### src/rtl/ir_demod_pkg.sv
package ir_demod_pkg;

  // nominal carrier period in receive ticks
  localparam int unsigned NOM_TICKS = 16;

  // tolerance below the nominal period, in ticks
  function automatic logic [2:0] win_low(input logic [1:0] sel);
    return sel[0] ? 3'd4 : 3'd3;
  endfunction

  // tolerance above the nominal period, in ticks
  function automatic logic [2:0] win_high(input logic [1:0] sel);
    return sel[1] ? 3'd4 : 3'd3;
  endfunction

endpackage

### src/rtl/ir_tick_gen.sv
module ir_tick_gen #(
  parameter int DIV_W = 16
) (
  input  logic             clk,
  input  logic             rst,
  input  logic             en_i,
  input  logic [DIV_W-1:0] div_i,
  output logic             tick_o
);

  logic [DIV_W-1:0] cnt_q;

  // one registered pulse every div_i+1 clocks
  always_ff @(posedge clk) begin
    if (rst || !en_i) begin
      cnt_q  <= '0;
      tick_o <= 1'b0;
    end else if (cnt_q >= div_i) begin
      cnt_q  <= '0;
      tick_o <= 1'b1;
    end else begin
      cnt_q  <= cnt_q + DIV_W'(1);
      tick_o <= 1'b0;
    end
  end

endmodule

### src/rtl/ir_edge_meas.sv
module ir_edge_meas #(
  parameter int CNT_W = 6
) (
  input  logic             clk,
  input  logic             rst,
  input  logic             en_i,
  input  logic             ir_i,
  input  logic             tick_i,
  output logic             rise_o,
  output logic             have_prev_o,
  output logic [CNT_W-1:0] meas_o
);

  localparam logic [CNT_W-1:0] SAT_V = '1;

  logic             ir_q;
  logic [CNT_W-1:0] gap_q;

  assign rise_o = en_i && ir_i && !ir_q;

  // ticks since the last rising edge, including this cycle's tick
  assign meas_o = (gap_q == SAT_V) ? gap_q : gap_q + CNT_W'(tick_i);

  always_ff @(posedge clk) begin
    if (rst || !en_i) begin
      ir_q        <= 1'b0;
      gap_q       <= '0;
      have_prev_o <= 1'b0;
    end else begin
      ir_q <= ir_i;
      if (rise_o) begin
        gap_q       <= '0;
        have_prev_o <= 1'b1;
      end else begin
        gap_q <= meas_o;
      end
    end
  end

endmodule

### src/rtl/ir_window_chk.sv
module ir_window_chk #(
  parameter int CNT_W = 6
) (
  input  logic [1:0]       win_sel_i,
  input  logic             rise_i,
  input  logic             have_prev_i,
  input  logic [CNT_W-1:0] meas_i,
  output logic             good_o,
  output logic             bad_o,
  output logic [CNT_W-1:0] hi_lim_o
);
  import ir_demod_pkg::*;

  localparam logic [CNT_W-1:0] NOM = CNT_W'(NOM_TICKS);

  logic [CNT_W-1:0] lo_lim;
  logic             judged;
  logic             in_win;

  assign lo_lim   = NOM - CNT_W'(win_low(win_sel_i));
  assign hi_lim_o = NOM + CNT_W'(win_high(win_sel_i));
  assign judged   = rise_i && have_prev_i;
  assign in_win   = (meas_i >= lo_lim) && (meas_i <= hi_lim_o);
  assign good_o   = judged && in_win;
  assign bad_o    = judged && !in_win;

endmodule

### src/rtl/ir_envelope.sv
module ir_envelope #(
  parameter int CNT_W = 6
) (
  input  logic             clk,
  input  logic             rst,
  input  logic             en_i,
  input  logic             demod_i,
  input  logic             ir_i,
  input  logic             tick_i,
  input  logic             good_i,
  input  logic             bad_i,
  input  logic [CNT_W-1:0] hi_lim_i,
  output logic             env_o
);

  localparam logic [CNT_W-1:0] SAT_V = '1;

  logic             streak_q;
  logic [CNT_W-1:0] quiet_q;
  logic [CNT_W-1:0] quiet_nx;

  assign quiet_nx = (quiet_q == SAT_V) ? quiet_q : quiet_q + CNT_W'(tick_i);

  always_ff @(posedge clk) begin
    if (rst || !en_i) begin
      env_o    <= 1'b0;
      streak_q <= 1'b0;
      quiet_q  <= '0;
    end else if (!demod_i) begin
      env_o    <= ir_i;
      streak_q <= 1'b0;
      quiet_q  <= '0;
    end else if (good_i) begin
      quiet_q  <= '0;
      streak_q <= 1'b1;
      if (streak_q) env_o <= 1'b1;
    end else begin
      quiet_q <= quiet_nx;
      if (bad_i) streak_q <= 1'b0;
      if (quiet_nx > hi_lim_i) begin
        env_o    <= 1'b0;
        streak_q <= 1'b0;
      end
    end
  end

endmodule

### src/rtl/ir_carrier_demod.sv
module ir_carrier_demod #(
  parameter int DIV_W = 16,
  parameter int CNT_W = 6
) (
  input  logic             clk,
  input  logic             rst,
  input  logic             rx_en,
  input  logic             demod_en,
  input  logic             ir_in,
  input  logic [DIV_W-1:0] div_val,
  input  logic [1:0]       win_sel,
  output logic             envelope
);

  logic             rx_tick;
  logic             rise;
  logic             have_prev;
  logic [CNT_W-1:0] meas;
  logic             valid_edge;
  logic             bad_edge;
  logic [CNT_W-1:0] hi_lim;

  ir_tick_gen #(.DIV_W(DIV_W)) u_tick (
    .clk   (clk),
    .rst   (rst),
    .en_i  (rx_en),
    .div_i (div_val),
    .tick_o(rx_tick)
  );

  ir_edge_meas #(.CNT_W(CNT_W)) u_meas (
    .clk        (clk),
    .rst        (rst),
    .en_i       (rx_en),
    .ir_i       (ir_in),
    .tick_i     (rx_tick),
    .rise_o     (rise),
    .have_prev_o(have_prev),
    .meas_o     (meas)
  );

  ir_window_chk #(.CNT_W(CNT_W)) u_win (
    .win_sel_i  (win_sel),
    .rise_i     (rise),
    .have_prev_i(have_prev),
    .meas_i     (meas),
    .good_o     (valid_edge),
    .bad_o      (bad_edge),
    .hi_lim_o   (hi_lim)
  );

  ir_envelope #(.CNT_W(CNT_W)) u_env (
    .clk     (clk),
    .rst     (rst),
    .en_i    (rx_en),
    .demod_i (demod_en),
    .ir_i    (ir_in),
    .tick_i  (rx_tick),
    .good_i  (valid_edge),
    .bad_i   (bad_edge),
    .hi_lim_i(hi_lim),
    .env_o   (envelope)
  );

endmodule

### config.mk
export PLATFORM = sky130hd
export DESIGN_NAME = ir_carrier_demod
export DESIGN_NICKNAME = d
export VERILOG_FILES = /design/src/rtl/ir_demod_pkg.sv /design/src/rtl/ir_tick_gen.sv /design/src/rtl/ir_edge_meas.sv /design/src/rtl/ir_window_chk.sv /design/src/rtl/ir_envelope.sv /design/src/rtl/ir_carrier_demod.sv
export SDC_FILE = /design/constraint.sdc
export NUM_CORES = 1
export LEC_CHECK = 0
export BUFFER_PORTS_ARGS = -buffer_cell sky130_fd_sc_hd__buf_4
export CAP_MARGIN = 0
export CORE_AREA = 5 5 69 71
export CTS_BUF_LIST = sky130_fd_sc_hd__clkbuf_8
export CTS_CLUSTER_DIAMETER = 40
export DETAILED_ROUTE_END_ITERATION = 10
export DIE_AREA = 0 0 74 76
export PLACE_DENSITY = 0.77
export SLEW_MARGIN = 20
export SYNTH_ARGS = -nofsm -noshare
export SYNTH_HDL_FRONTEND = slang
export SYNTH_SLANG_ARGS = --single-unit
export TNS_END_PERCENT = 30
### constraint.sdc
create_clock -name clk -period 2.23 [get_ports clk]
set_input_delay 0.1115 -clock clk [delete_from_list [all_inputs] [get_ports clk]]
set_output_delay 0.1115 -clock clk [all_outputs]
set_load 0.005 [all_outputs]
Word level (Yosys, flattened, before mapping)
Cells that the tools add are included.
{"block": "totals", "reg_bits": 33, "in_bits": 23, "output_inout_bits": 1, "word_cells": 50}
{"block": "op_classes", "addsub": 5, "magnitude_cmp": 4, "eq_ne": 4, "n_mux": 12, "n_bitwise": 1, "n_reduce_logical": 16}
{"operator": "16-bit by 1-bit adder with 16-bit output, second input constant", "count": 1}
{"operator": "16-bit greater-or-equal comparator", "count": 1}
{"operator": "6-bit by 1-bit adder with 6-bit output", "count": 2}
{"operator": "6-bit == test, second input constant", "count": 2}
{"operator": "6-bit two-way mux", "count": 2}
{"operator": "1-bit two-way mux", "count": 8}
{"operator": "5-bit by 3-bit adder with 6-bit output, first input constant", "count": 1}
{"operator": "6-bit greater-or-equal comparator", "count": 1}
{"operator": "6-bit > comparator", "count": 1}
{"operator": "6-bit less-or-equal comparator", "count": 1}
{"operator": "1-bit logical AND", "count": 6}
{"operator": "3-bit two-way mux", "count": 2}
{"operator": "2-bit OR reduction", "count": 3}
{"operator": "5-bit by 3-bit subtractor with 6-bit output, first input constant", "count": 1}
{"operator": "1-bit zero test", "count": 3}
{"operator": "3-bit by 1-bit inequality test with 1-bit output, second input constant", "count": 1}
{"operator": "3-bit inequality test, second input constant", "count": 1}
{"operator": "3-bit nonzero test", "count": 1}
{"operator": "3-bit OR reduction", "count": 1}
{"operator": "2-bit AND reduction", "count": 1}
{"operator": "1-bit logical OR", "count": 1}
{"operator": "1-bit NOT", "count": 1}

Logic depth before layout (Yosys ltp)
Gate-level depths: netlist of the first run.
{"block": "logic_depth", "depth_word": 9, "depth_mapped": 11, "ltp_nobuf": 11}

Hierarchy
Synthesis of the first run repeated with hierarchy kept, for this count alone.
{"block": "hier_totals", "hier_cells": 269, "area_unflattened_um2": 2267.2}
{"module": "ir_tick_gen", "instances": 1, "cells_each": 131, "area_per_inst_um2": 1123.6, "seq_area_each_um2": 340.3}
{"module": "ir_envelope", "instances": 1, "cells_each": 66, "area_per_inst_um2": 550.5, "seq_area_each_um2": 160.2}
{"module": "ir_edge_meas", "instances": 1, "cells_each": 46, "area_per_inst_um2": 405.4, "seq_area_each_um2": 160.2}
{"module": "ir_window_chk", "instances": 1, "cells_each": 26, "area_per_inst_um2": 187.7, "seq_area_each_um2": 0.0}

Worst setup path after synthesis of the first run
OpenSTA, ideal clock, no wires.
{"block": "synth_path", "kind": "reg2reg", "startpoint": "register u_tick.tick_o", "endpoint": "register u_env.quiet_q[4]", "setup_time_ns": 0.120, "arrival_time_ns": 2.157, "t_required_ns": 2.110, "path_slack_ns": -0.048, "path_stages_with_launch": 10, "n_path_buf": 0, "period_less_slack_ns": 2.278, "cell_sequence": "dfxtp_1 ha_1 ha_1 nand2b_1 ha_1 a211oi_1 o211ai_1 a211o_2 nand3_1 nor2_1"}
{"block": "synth_via", "elab_chain_len": 6, "elab_cells_between_ends": 9, "classes_between": "add/sub: 2; order compare: 2; mux: 2; reduce/logical: 3"}
{"item": "start, declared", "line_no": "ir_tick_gen.sv:8", "source": "output logic tick_o"}
{"item": "start signal, assigned", "line_no": "ir_tick_gen.sv:17", "source": "tick_o <= 1'b0;"}
{"item": "start signal, assigned", "line_no": "ir_tick_gen.sv:20", "source": "tick_o <= 1'b1;"}
{"item": "start signal, assigned", "line_no": "ir_tick_gen.sv:23", "source": "tick_o <= 1'b0;"}
{"item": "6-bit by 1-bit adder with 6-bit output *", "line_no": "ir_edge_meas.sv:22", "source": "assign meas_o = (gap_q == SAT_V) ? gap_q : gap_q + CNT_W'(tick_i);"}
{"item": "6-bit two-way mux *", "line_no": "ir_edge_meas.sv:22"}
{"item": "net meas[1]", "line_no": "ir_carrier_demod.sv:18", "source": "logic [CNT_W-1:0] meas;"}
{"item": "6-bit greater-or-equal comparator or 6-bit less-or-equal comparator (tied branches)", "line_no": "ir_window_chk.sv:23", "source": "assign in_win = (meas_i >= lo_lim) && (meas_i <= hi_lim_o);"}
{"item": "1-bit logical AND *", "line_no": "ir_window_chk.sv:23"}
{"item": "1-bit logical AND *", "line_no": "ir_window_chk.sv:24", "source": "assign good_o = judged && in_win;"}
{"item": "3-bit OR reduction (no source line) *"}
{"item": "end signal, assigned", "line_no": "ir_envelope.sv:38", "source": "quiet_q <= quiet_nx;"}
{"item": "end, declared", "line_no": "ir_envelope.sv:19", "source": "logic [CNT_W-1:0] quiet_q;"}
Mark *: on every way through the listed nets, which the timed path passes. The rest lies on a longest branch.
A chain may end at the register's enable or synchronous reset.

Worst setup path in the final report of the first run
{"block": "layout_path", "startpoint": "register u_tick.tick_o", "endpoint": "register u_env.env_o"}
{"block": "layout_via", "elab_chain_len": 7, "elab_cells_between_ends": 14, "classes_between": "add/sub: 2; order compare: 3; eq/ne: 2; mux: 4; reduce/logical: 3"}
{"item": "6-bit by 1-bit adder with 6-bit output", "line_no": "ir_edge_meas.sv:22"}
{"item": "6-bit two-way mux", "line_no": "ir_edge_meas.sv:22"}
{"item": "6-bit greater-or-equal comparator or 6-bit less-or-equal comparator (tied branches)", "line_no": "ir_window_chk.sv:23"}
{"item": "1-bit logical AND", "line_no": "ir_window_chk.sv:23"}
{"item": "1-bit logical AND", "line_no": "ir_window_chk.sv:24"}
{"item": "3-bit inequality test (no source line), or another cell as far along"}
{"item": "2-bit AND reduction (no source line) or 1-bit two-way mux (tied branches)"}
{"item": "end signal, assigned", "line_no": "ir_envelope.sv:30", "source": "env_o <= ir_i;"}
{"item": "end, declared", "line_no": "ir_envelope.sv:13", "source": "output logic env_o"}
Parallel ways exist; a longest one is shown, timed or not.

==> results of run 1 <==
area by class of cell:
type | count | area share [%]
Clock buffer | 6 | 3.26
Clock inverter | 2 | 1.33
Inverter | 22 | 3.26
Multi-Input combinational cell | 164 | 52.9
Sequential cell | 33 | 26.2
Tap cell | 52 | 2.57
Timing Repair Buffer | 35 | 10.4
through the flow:
step                TNS [ns]  instances  utilization, %  total power [mW]  hold slack, ns
finish                     0        314            60.6              1.27          0.0744
global placement      -0.293        306            54.3             0.698           0.348
detailed placement    -0.842        306            54.3             0.702           0.353
CTS                  -0.0330        314            59.2              1.27          0.0571
floorplan            -0.0179        220               -             0.655           0.225
global route         -0.0960        314            60.6              1.32          0.0798
kinds of logic (layout without fill, tap and decap cells):
logic type	after synthesis	count (layout)	synth area share, %
AOI/OAI and AO/OA	37	37	13.8
xor gates and xnor gates	22	22	9.94
adders and majority gates	26	26	16.8
buffers and inverters	23	65	4.52
DFF	33	33	34.1
and+or+nand+nor	79	79	20.9
timing repair:
| item | CTS | global route |
|---|---|---|
| resized for setup | 14 | 11 |
| pin swaps | 8 | 8 |
| setup endpoints to repair | 8 | 8 |
| buffers inserted | 0 | 0 |
placed cells by master (no fill, tap or decap), types with 2 or more instances in the layout:
| cell | synthesis | routed |
|---|---|---|
| nand4_1 | 2 | 2 |
| and4_1 | 2 | 2 |
| xnor2_1 | 12 | 10 |
| ha_1 | 26 | 21 |
| a41oi_1 | 2 | 2 |
| o21ai_1 | 1 | 3 |
| nand2b_1 | 5 | 4 |
| nor2b_1 | 9 | 9 |
| nand3_1 | 15 | 12 |
| nand2_1 | 10 | 9 |
| nor3_1 | 2 | 2 |
| o21ai_0 | 4 | 2 |
| nand3_4 | 0 | 2 |
| o211ai_1 | 3 | 3 |
| ha_4 | 0 | 5 |
| dfxtp_1 | 33 | 30 |
| inv_1 | 22 | 23 |
| a211oi_2 | 0 | 3 |
| nor2_1 | 24 | 24 |
| and3_1 | 5 | 5 |
| a21oi_1 | 12 | 12 |
| o22ai_2 | 1 | 2 |
| buf_4 | 0 | 35 |
| a21o_1 | 2 | 2 |
| xor2_1 | 10 | 10 |
| clkbuf_8 | 0 | 6 |
| dfxtp_2 | 0 | 3 |
where the power goes:
part	internal (mW)	switching, mW
clock	0.359	0.212
combinational	0.0531	0.0471
sequential	0.593	0.00304
total	1.01	0.262
metal layers:
metal	track usage (%)	up-vias
met4	5.25	0
met5	0	-
li1	-	845
met1	19.0	776
met2	29.1	20
met3	3.83	10
sequential cells by signal, summed over array words and instances (netlist names):
name / flops
u_env.env_o: 1
u_env.quiet_q: 6
u_env.streak_q: 1
u_meas.gap_q: 6
u_meas.have_prev_o: 1
u_meas.ir_q: 1
u_tick.cnt_q: 16
u_tick.tick_o: 1
final timing paths:
kind	startpoint	endpoint	slack, ns	depth (start not counted)
worst max register to register	u_tick.tick_o$_SDFF_PP0_	u_env.env_o$_SDFFE_PP0P_	0.003	8
worst min register to register	u_tick.cnt_q[0]$_SDFF_PP0_	u_tick.cnt_q[0]$_SDFF_PP0_	0.47	1
worst max-delay path	u_tick.tick_o$_SDFF_PP0_	u_env.env_o$_SDFFE_PP0P_	0.003	8
worst min-delay path	demod_en	u_env.env_o$_SDFFE_PP0P_	0.07	2
critical path, stage by stage (launching register included):
cell and delay (ns):
dfxtp_2 0.34, ha_4 0.17, ha_4 0.18, xnor2_4 0.13, buf_4 0.14, or4_4 0.55
a2111oi_4 0.44, a21oi_2 0.10, o22ai_2 0.11
==> summary.md, run 1 <==
| Metric | Value |
|---|---|
| Status | `finished, final reports clean` |
| Critical Path AT | `roughly 2.4 ns` |
| Netlist cell types | `36` |
| Detailed placer's ending HPWL | `3.11 mm` |
| DR top layer | `met4` |
| Final net count | `310` |
| Drt via density | `about 5.3` |
| Tcrit/Tclk final | `between 90% and 100%` |
| Netlist Area Pre-Place | `~1900 µm²` |
| Top cells by count, synth | `dfxtp_1, ha_1, nor2_1` |
| First-pass GRT wire length | `about 7.4 mm` |
| Syn nets | `around 270` |
| Endpoints failing hold | `0` |
| Clk slew on worst S/H paths | `0.06 ns` |
| Vias in the first global route | `1725` |
| Finish-stage setup viols | `0` |
| Dominant cell by count in the synthesized netlist | `dfxtp_1` |
| Leakage | `1.12 nW` |
| Footprint of the multi-input gates | `1340 µm²` |
| Area after DPL | `2270 µm²` |
| Unrepaired setup endpoints after global routing | `true` |
| Avg Cell Area, Syn | `around 8.8 µm²` |
| Critical path required time | `2.44 ns` |
| Vias | `about 1700` |
| Initial antenna violation count | `0` |
| FF/Latch Area | `roughly 660 µm²` |
| Num Clock Sinks | `33` |
| Synthesized flop and latch total | `33` |
| Least-Margin Pin Slew | `0.372 ns` |
| Largest net degree at the start of global routing | `17` |
| Maximum vdd drop | `0.471 mV` |
| DRC | `0` |
| ANT nets after route | `0` |
| 1st-iter DRT viols | `42` |
| All-layer global routing usage | `between 15 and 20%` |
| Power Dens Cells | `roughly 500 nW/µm²` |
| Highest clock rate | `about 0.45 GHz` |
| Core area | `4170 µm²` |
| # fillers | `around 380` |
| Area grow syn2layout | `30.6%` |
| Die area | `about 5600 µm²` |
| Worst Path Max Fanout | `3` |
| Rel. slew slack | `about three quarters` |
| Post-DR wirelength/cell | `approximately 13 µm` |
| Post-Route M1 WL | `1.81 mm` |
| Setup WS post-layout | `between 0.002 and 0.003 ns` |
| Final Max Slew Viols | `0` |
| H-tree levels | `2` |
| Num rows | `24` |
| Final Critical Period | `roughly 2.2 ns` |
| Final instance area | `~2500 µm²` |
| Max Cap Viol | `0` |
| CTS Buf Count | `5` |
| Synth top area cells | `dfxtp_1, ha_1, xnor2_1` |
| CTS tree | `done` |
| Cell count after synthesis | `between 200 and 250` |
| Placer congestion estimate | `0.808` |
| Post-synth ARST share | `0%` |
| Startpoint Class | `flop` |
| Share of layout cells above drive strength 1 | `26.0%` |
| Die Height | `roughly 76 µm` |
| Post-synth top area share | `between 30 and 40%` |
| Post-synthesis sequential area ratio | `roughly 34%` |
| DR pass1 iterations | `4` |
| Initial core utilization | `a little under half` |
| Cell taking the most area after synthesis | `dfxtp_1` |
| CP Capture Type | `flop` |
| Root Driver | `clkbuf_8` |
| Setup CP Type | `reg -> reg` |
| Hold buffers post-CTS | `0` |
| Warnings, synthesis | `0` |
| N_diodes | `0` |
| IO Port Bufs | `23` |
| Post-synth EDFFs | `0` |
| Clock Tree Buf Depth | `2` |
| Die W | `roughly 74 µm` |
| WL final | `about 4.2 mm` |
| Grt ovf | `0` |
| I/O pins | `24` |
| Synth Flop Type | `dfxtp_1` |
| Worst hold path type | `in -> reg` |
| Met2 WL | `roughly 2.2 mm` |
| Worst slack, placed | `-0.150 ns` |
| Clk Latency, worst-skew pair | `0.29 ns` |
| Routed wl met3 | `122 µm` |
| Final clock skew | `about 0.0064 ns` |
(Power assumes the default switching activity.)
==> run 2: changes to the inputs <==
Settings changed: PLACE_DENSITY 0.77 to 0.71.
==> run 2 against run 1 <==
Effect of this change: the run now ends with negative setup slack left; critical path depth grew 1; sequential share of layout area is essentially flat; final area grew 0.35%; cell count grew 1.3%; via count shrank 2.4%; clock power shrank 19%; clock-buffer cell count is the same; worst setup slack lost 0.013 ns; worst hold slack lost 0.011 ns; wire length shrank 5.9%; die area is the same; critical path type unchanged; highest routed layer unchanged.
==> summary.md, run 2 (synthesis results as in run 1) <==
| Metric | Value |
|---|---|
| Top reg by flops | `u_tick.cnt_q (unchanged)` |
| Vias | `1612 (was 1651)` |
| DRC | `0 (unchanged)` |
| Clk pwr share | `39.9% (was 45.1%)` |
| Most frequent cells in the layout | `buf_4, dfxtp_1, nor2_1 (unchanged)` |
| Critical Path AT | `2.42 ns (was 2.44 ns)` |
| Clk slew on worst S/H paths | `0.07 ns (was 0.06 ns)` |
| H-tree levels | `2 (unchanged)` |
| Finish-stage setup viols | `3 (was 0)` |
| First-pass GRT wire length | `6.63 mm (was 7.42 mm)` |
| Area grow syn2layout | `31.1% (was 30.6%)` |
| I/O pins | `24 (unchanged)` |
| Grt ovf | `0 (unchanged)` |
| WL final | `3.98 mm (was 4.23 mm)` |
| FF/Latch Area | `666 µm² (was 664 µm²)` |
| Drt via density | `5.07 (was 5.26)` |
| Comb pwr share | `8.7% (was 7.9%)` |
| Psw | `0.268 mW (was 0.262 mW)` |
| Post-DR wirelength/cell | `12.5 µm (was 13.5 µm)` |
| 1st-iter DRT viols | `78 (was 42)` |
| Die W | `74 µm (unchanged)` |
| Clock Tree Buf Depth | `2 (unchanged)` |
| Setup CP Type | `reg -> reg (unchanged)` |
| Initial antenna violation count | `0 (unchanged)` |
| Leakage | `1.12 nW (about the same)` |
| Startpoint Class | `flop (unchanged)` |
| Power Dens Cells | `456 nW/µm² (was 501 nW/µm²)` |
| DR pass1 iterations | `4 (unchanged)` |
| Sequential Power Share | `51.4% (was 47.0%)` |
| CTS Buf Count | `5 (unchanged)` |
| Highest clock rate | `0.446 GHz (was 0.449 GHz)` |
| Status | `finished with violations (was finished, final reports clean)` |
| Num rows | `24 (unchanged)` |
| Worst hold path type | `in -> reg (unchanged)` |
| Clk Latency, worst-skew pair | `0.29 ns (about the same)` |
| CP Capture Type | `flop (unchanged)` |
| Most common cell after layout, fill and taps aside | `buf_4 (unchanged)` |
| Maximum vdd drop | `0.364 mV (was 0.471 mV)` |
| Placer congestion estimate | `0.783 (was 0.808)` |
| Final Max Slew Viols | `0 (unchanged)` |
| Critical path required time | `2.41 ns (was 2.44 ns)` |
| Hold buffers post-CTS | `0 (unchanged)` |
| Final clock skew | `0.00610 ns (was 0.00644 ns)` |
| Root Driver | `clkbuf_8 (unchanged)` |
| Final net count | `315 (was 310)` |
| Initial core utilization | `46.4% (unchanged)` |
| Footprint of the multi-input gates | `1340 µm² (about the same)` |
| Largest net degree at the start of global routing | `11 (was 17)` |
| Max Cap Viol | `0 (unchanged)` |
| Failing checks | `negative setup slack` |
| CTS tree | `done (unchanged)` |
| Hold WS | `0.0634 ns (was 0.0744 ns)` |
| Final Critical Period | `2.24 ns (was 2.23 ns)` |
| # fillers | `356 (was 375)` |
| Setup WS post-layout | `-0.00982 ns (was 0.00279 ns)` |
| Regs by FF count | `u_tick.cnt_q (16), u_env.quiet_q (6), u_meas.gap_q (6) (unchanged)` |
| Switching share of power | `23.1% (was 20.6%)` |
| Detailed placer's ending HPWL | `2.94 mm (was 3.11 mm)` |
| Internal power of the cells | `0.891 mW (was 1.01 mW)` |
| Tcrit/Tclk final | `100% (was 99.9%)` |
| Die Height | `76 µm (unchanged)` |
| Num Clock Sinks | `33 (unchanged)` |
| Share of layout cells above drive strength 1 | `28.6% (was 26.0%)` |
| ANT nets after route | `0 (unchanged)` |
| Worst Path Max Fanout | `6 (was 3)` |
| Endpoints failing hold | `0 (unchanged)` |
| Rel. slew slack | `72.6% (was 75.1%)` |
| Max reg flops | `16 (unchanged)` |
| Vias in the first global route | `1462 (was 1725)` |
| Unrepaired setup endpoints after global routing | `true (unchanged)` |
| Least-Margin Pin Slew | `0.410 ns (was 0.372 ns)` |
| Core area | `4170 µm² (unchanged)` |
| Final Power | `1.16 mW (was 1.27 mW)` |
| IO Port Bufs | `23 (unchanged)` |
| N_diodes | `0 (unchanged)` |
| Die area | `5620 µm² (unchanged)` |
| All-layer global routing usage | `15.0% (was 16.4%)` |
## run 2: power groups by stage
stage          Sequential [mW]  Clock (mW)  Combinational [mW]
2_1_floorplan            0.609           0              0.0458
3_3_place_gp             0.609           0              0.0911
3_5_place_dp             0.610           0              0.0931
4_1_cts                  0.596       0.465              0.0979
5_1_grt                  0.596       0.498               0.115
6_report                 0.596       0.462               0.101
## run 2: final timing paths
check,cells past startpoint,slack [ns],startpoint,to
worst max-delay path,9,-0.01,u_meas.gap_q[3]$_SDFF_PP0_,u_env.quiet_q[4]$_SDFF_PP0_
worst min-delay path,3,0.06,ir_in,u_meas.ir_q$_SDFF_PP0_
worst max register to register,9,-0.01,u_meas.gap_q[3]$_SDFF_PP0_,u_env.quiet_q[4]$_SDFF_PP0_
worst min register to register,1,0.47,u_meas.have_prev_o$_SDFFE_PP0P_,u_meas.have_prev_o$_SDFFE_PP0P_
## run 2: final cells by class
type                            count  area share (%)
Clock inverter                      1           0.296
Inverter                           22            3.25
Clock buffer                        6            3.25
Tap cell                           52            2.56
Sequential cell                    33            26.2
Timing Repair Buffer               40            11.8
Multi-Input combinational cell    164            52.6
## run 2: metal layers
metal	routed length [µm]	part of all wire [%]	GRT usage [%]
met4	85	2.1	5.43
met5	0	0	0
met1	1910	48	19.9
met2	1850	46	22.8
met3	137	3.4	4.22
## run 2: repair_timing
item | 4_1_cts | 5_1_grt
setup buffers | 0 | 1
gates resized for setup | 15 | 11
setup endpoints to repair | 8 | 8
pin swaps | 12 | 12
## run 2: per-stage QoR
step	instances	setup TNS (ns)	setup WS, ns	util, %	cell area (µm²)
after floorplan	220	-0.0179	-0.0179	-	1940
after global placement	310	-0.219	-0.0516	55.0	2300
after detailed placement	310	-0.489	-0.118	55.0	2300
after CTS	317	-0.0393	-0.0393	59.3	2470
after global routing	318	-0.521	-0.126	60.9	2540
final	318	-0.0240	-0.00982	60.9	2540
## run 2: critical path, stage by stage, from the launching register on
cell and delay [ns]:
dfxtp_1 0.37, and4_2 0.28, nand3_2 0.16, nand2b_4 0.12, ha_4 0.21, a211oi_2 0.20
o211ai_1 0.20, a211o_2 0.41, nand3_4 0.11, nor2_1 0.07
==> run 3: changes to the inputs <==
Settings changed: PLACE_DENSITY 0.71 to 0.82.
==> run 3 against run 2 <==
Effect of this change: the run now ends clean; sequential cell count is the same; clock-buffer cell count is the same; worst hold slack lost 0.0052 ns; via count grew 2.0%; clock skew grew 0.0067 ns; worst setup slack gained 0.030 ns; cell count shrank 1.9%; combinational power is essentially flat; wire length grew 1.9%; critical path depth shrank 1; critical path type unchanged; largest power group unchanged.
==> summary.md, run 3 (synthesis results as in run 1) <==
| Metric | Value |
|---|---|
| RR Startpoint | `u_tick.tick_o$_SDFF_PP0_ (was u_meas.gap_q[3]$_SDFF_PP0_)` |
| CP Capture Type | `flop (unchanged)` |
| Largest stage delay on the critical path | `0.55 ns (was 0.41 ns)` |
| IO Port Bufs | `23 (unchanged)` |
| Reg2Reg Setup Slack | `0.02 ns (was -0.01 ns)` |
| Least-Margin Pin Slew | `0.547 ns (was 0.410 ns)` |
| DR pass1 iterations | `4 (unchanged)` |
| Die area | `5620 µm² (unchanged)` |
| Die Height | `76 µm (unchanged)` |
| Top reg by flops | `u_tick.cnt_q (unchanged)` |
| ANT nets after route | `0 (unchanged)` |
| Max Cap Viol | `0 (unchanged)` |
| Initial core utilization | `46.4% (unchanged)` |
| Finish-stage setup viols | `0 (was 3)` |
| Initial antenna violation count | `0 (unchanged)` |
| Worst hold path type | `in -> reg (unchanged)` |
| Num Clock Sinks | `33 (unchanged)` |
| First-pass GRT wire length | `6.58 mm (was 6.63 mm)` |
| DRC | `0 (unchanged)` |
| Startpoint Class | `flop (unchanged)` |
| Clock Tree Buf Depth | `2 (unchanged)` |
| Worst setup path endpoint | `u_env.env_o$_SDFFE_PP0P_ (was u_env.quiet_q[4]$_SDFF_PP0_)` |
| Final Max Slew Viols | `0 (unchanged)` |
| N_diodes | `0 (unchanged)` |
| Setup WS post-layout | `0.0200 ns (was -0.00982 ns)` |
| Worst Path Max Fanout | `3 (was 6)` |
| Power Dens Cells | `457 nW/µm² (was 456 nW/µm²)` |
| Placer congestion estimate | `0.829 (was 0.783)` |
| I/O pins | `24 (unchanged)` |
| Area after DPL | `2250 µm² (was 2300 µm²)` |
| Worst slack, placed | `-0.114 ns (was -0.118 ns)` |
| Most frequent cells in the layout | `buf_4, dfxtp_1, nor2_1 (unchanged)` |
| Source of the worst hold timing path | `demod_en (was ir_in)` |
| Drt via density | `5.27 (was 5.07)` |
| Status | `finished, final reports clean (was finished with violations)` |
| Hold buffers post-CTS | `0 (unchanged)` |
| H-tree levels | `2 (unchanged)` |
| R2r endpoint | `u_env.env_o$_SDFFE_PP0P_ (was u_env.quiet_q[4]$_SDFF_PP0_)` |
| Clk Latency, worst-skew pair | `0.29 ns (about the same)` |
| Max reg flops | `16 (unchanged)` |
| Vias in the first global route | `1553 (was 1462)` |
| Leakage | `1.09 nW (was 1.12 nW)` |
| CTS Buf Count | `5 (unchanged)` |
| Critical Path AT | `2.44 ns (was 2.42 ns)` |
| Cell count after placement | `304 (was 310)` |
| Vias | `1645 (was 1612)` |
| Hold WS | `0.0582 ns (was 0.0634 ns)` |
| Grt ovf | `0 (unchanged)` |
| Num rows | `24 (unchanged)` |
| Unrepaired setup endpoints after global routing | `true (unchanged)` |
| Critical path required time | `2.46 ns (was 2.41 ns)` |
| Share of layout cells above drive strength 1 | `26.9% (was 28.6%)` |
| Critical Path Start | `u_tick.tick_o$_SDFF_PP0_ (was u_meas.gap_q[3]$_SDFF_PP0_)` |
| Regs by FF count | `u_tick.cnt_q (16), u_env.quiet_q (6), u_meas.gap_q (6) (unchanged)` |
| Critical Path Most Common Cell | `ha_4` |
| Post-DR wirelength/cell | `13.0 µm (was 12.5 µm)` |
| Maximum vdd drop | `0.490 mV (was 0.364 mV)` |
| Rel. slew slack | `63.4% (was 72.6%)` |
| Reg2Reg Depth | `8 (was 9)` |
| Crit-path cells | `ha_4 -> ha_4 -> nand3_2 -> xnor2_1 -> or4_4 -> a2111oi_4 -> a21oi_2 -> o22ai_2 (was and4_2 -> nand3_2 -> nand2b_4 -> ha_4 -> a211oi_2 -> o211ai_1 -> a211o_2 -> nand3_4 -> nor2_1)` |
| Endpoints failing hold | `0 (unchanged)` |
| Root Driver | `clkbuf_8 (unchanged)` |
| Final Critical Period | `2.21 ns (was 2.24 ns)` |
| Setup CP Type | `reg -> reg (unchanged)` |
| Non-Filler Instances | `312 (was 318)` |
| 1st-iter DRT viols | `51 (was 78)` |
| CTS tree | `done (unchanged)` |
| Area grow syn2layout | `29.4% (was 31.1%)` |
| Slowest CP cell | `or4_4 (was a211o_2)` |
| Die W | `74 µm (unchanged)` |
| Largest net degree at the start of global routing | `17 (was 11)` |
| Final instance area | `2510 µm² (was 2540 µm²)` |
| Final clock skew | `0.0128 ns (was 0.00610 ns)` |
| All-layer global routing usage | `14.9% (was 15.0%)` |
| Final net count | `309 (was 315)` |
| Detailed placer's ending HPWL | `2.89 mm (was 2.94 mm)` |
| Most common cell after layout, fill and taps aside | `buf_4 (unchanged)` |
| Tcrit/Tclk final | `99.1% (was 100%)` |
| Clk slew on worst S/H paths | `0.07 ns (about the same)` |
| WL final | `4.05 mm (was 3.98 mm)` |
| Highest clock rate | `0.452 GHz (was 0.446 GHz)` |
| Core area | `4170 µm² (unchanged)` |
[run 3: changes by cell type in the layout (fill, tap and decap cells not counted), sizes merged]
cell,previous run,this run
buf,40,34
clkinvlp,1,0
inv,22,23
[run 3: cell type report]
class                   instances  area, µm²
fillers                       366       1670
multi-input cells             164       1350
flip-flops and latches         33        664
repair buffers                 34        255
clock buffers                   6       82.6
inverters                      22       82.6
well taps                      52       65.1
clock inverters                 1       3.75
[run 3: report_power, final]
group          switching [mW]  internal (mW)  leakage, nW  total [mW]
registers             0.00301          0.593        0.268       0.596
clock network           0.212          0.240       0.0485       0.452
logic                  0.0462         0.0522        0.776      0.0984
total                   0.261          0.885         1.09        1.15
[run 3: layer usage]
layer	global-route usage (%)	up-vias	routed length, µm
met1	17.8	755	1700
li1	-	845	-
met4	7.25	0	109
met3	3.69	10	150
met5	0	-	0
met2	24.5	35	2090
[run 3: per-stage QoR]
stage	setup TNS, ns	utilization [%]	total power, mW
after global routing	-0.429	60.1	1.20
final	0	60.1	1.15
after CTS	-0.0218	57.6	1.15
after floorplan	-0.0179	-	0.655
after global placement	-0.274	53.9	0.697
after detailed placement	-0.603	53.9	0.700
[run 3: critical path, delay by kind of cell (launching register included)]
family / cells / cell delay, ns
compound gates: 3 / 0.64
xor+xnor: 1 / 0.17
fa+ha+maj: 2 / 0.31
flops: 1 / 0.36
simple gates: 2 / 0.66
[run 3: worst min path at each step]
stage / end / slack [ns] / cells after the start
4_1_cts: u_env.env_o$_SDFFE_PP0P_ / 0.04 / 2
2_1_floorplan: u_env.env_o$_SDFFE_PP0P_ / 0.22 / 1
6_report: u_env.env_o$_SDFFE_PP0P_ / 0.06 / 2
3_3_place_gp: u_env.env_o$_SDFFE_PP0P_ / 0.35 / 2
5_1_grt: u_env.env_o$_SDFFE_PP0P_ / 0.07 / 2
3_5_place_dp: u_env.env_o$_SDFFE_PP0P_ / 0.35 / 2
[run 3: timing repair]
action,in CTS,in global routing
cloned,0,0
setup buffers,0,1
resized for setup,11,18
pin swaps,8,9
setup endpoints to repair,8,8
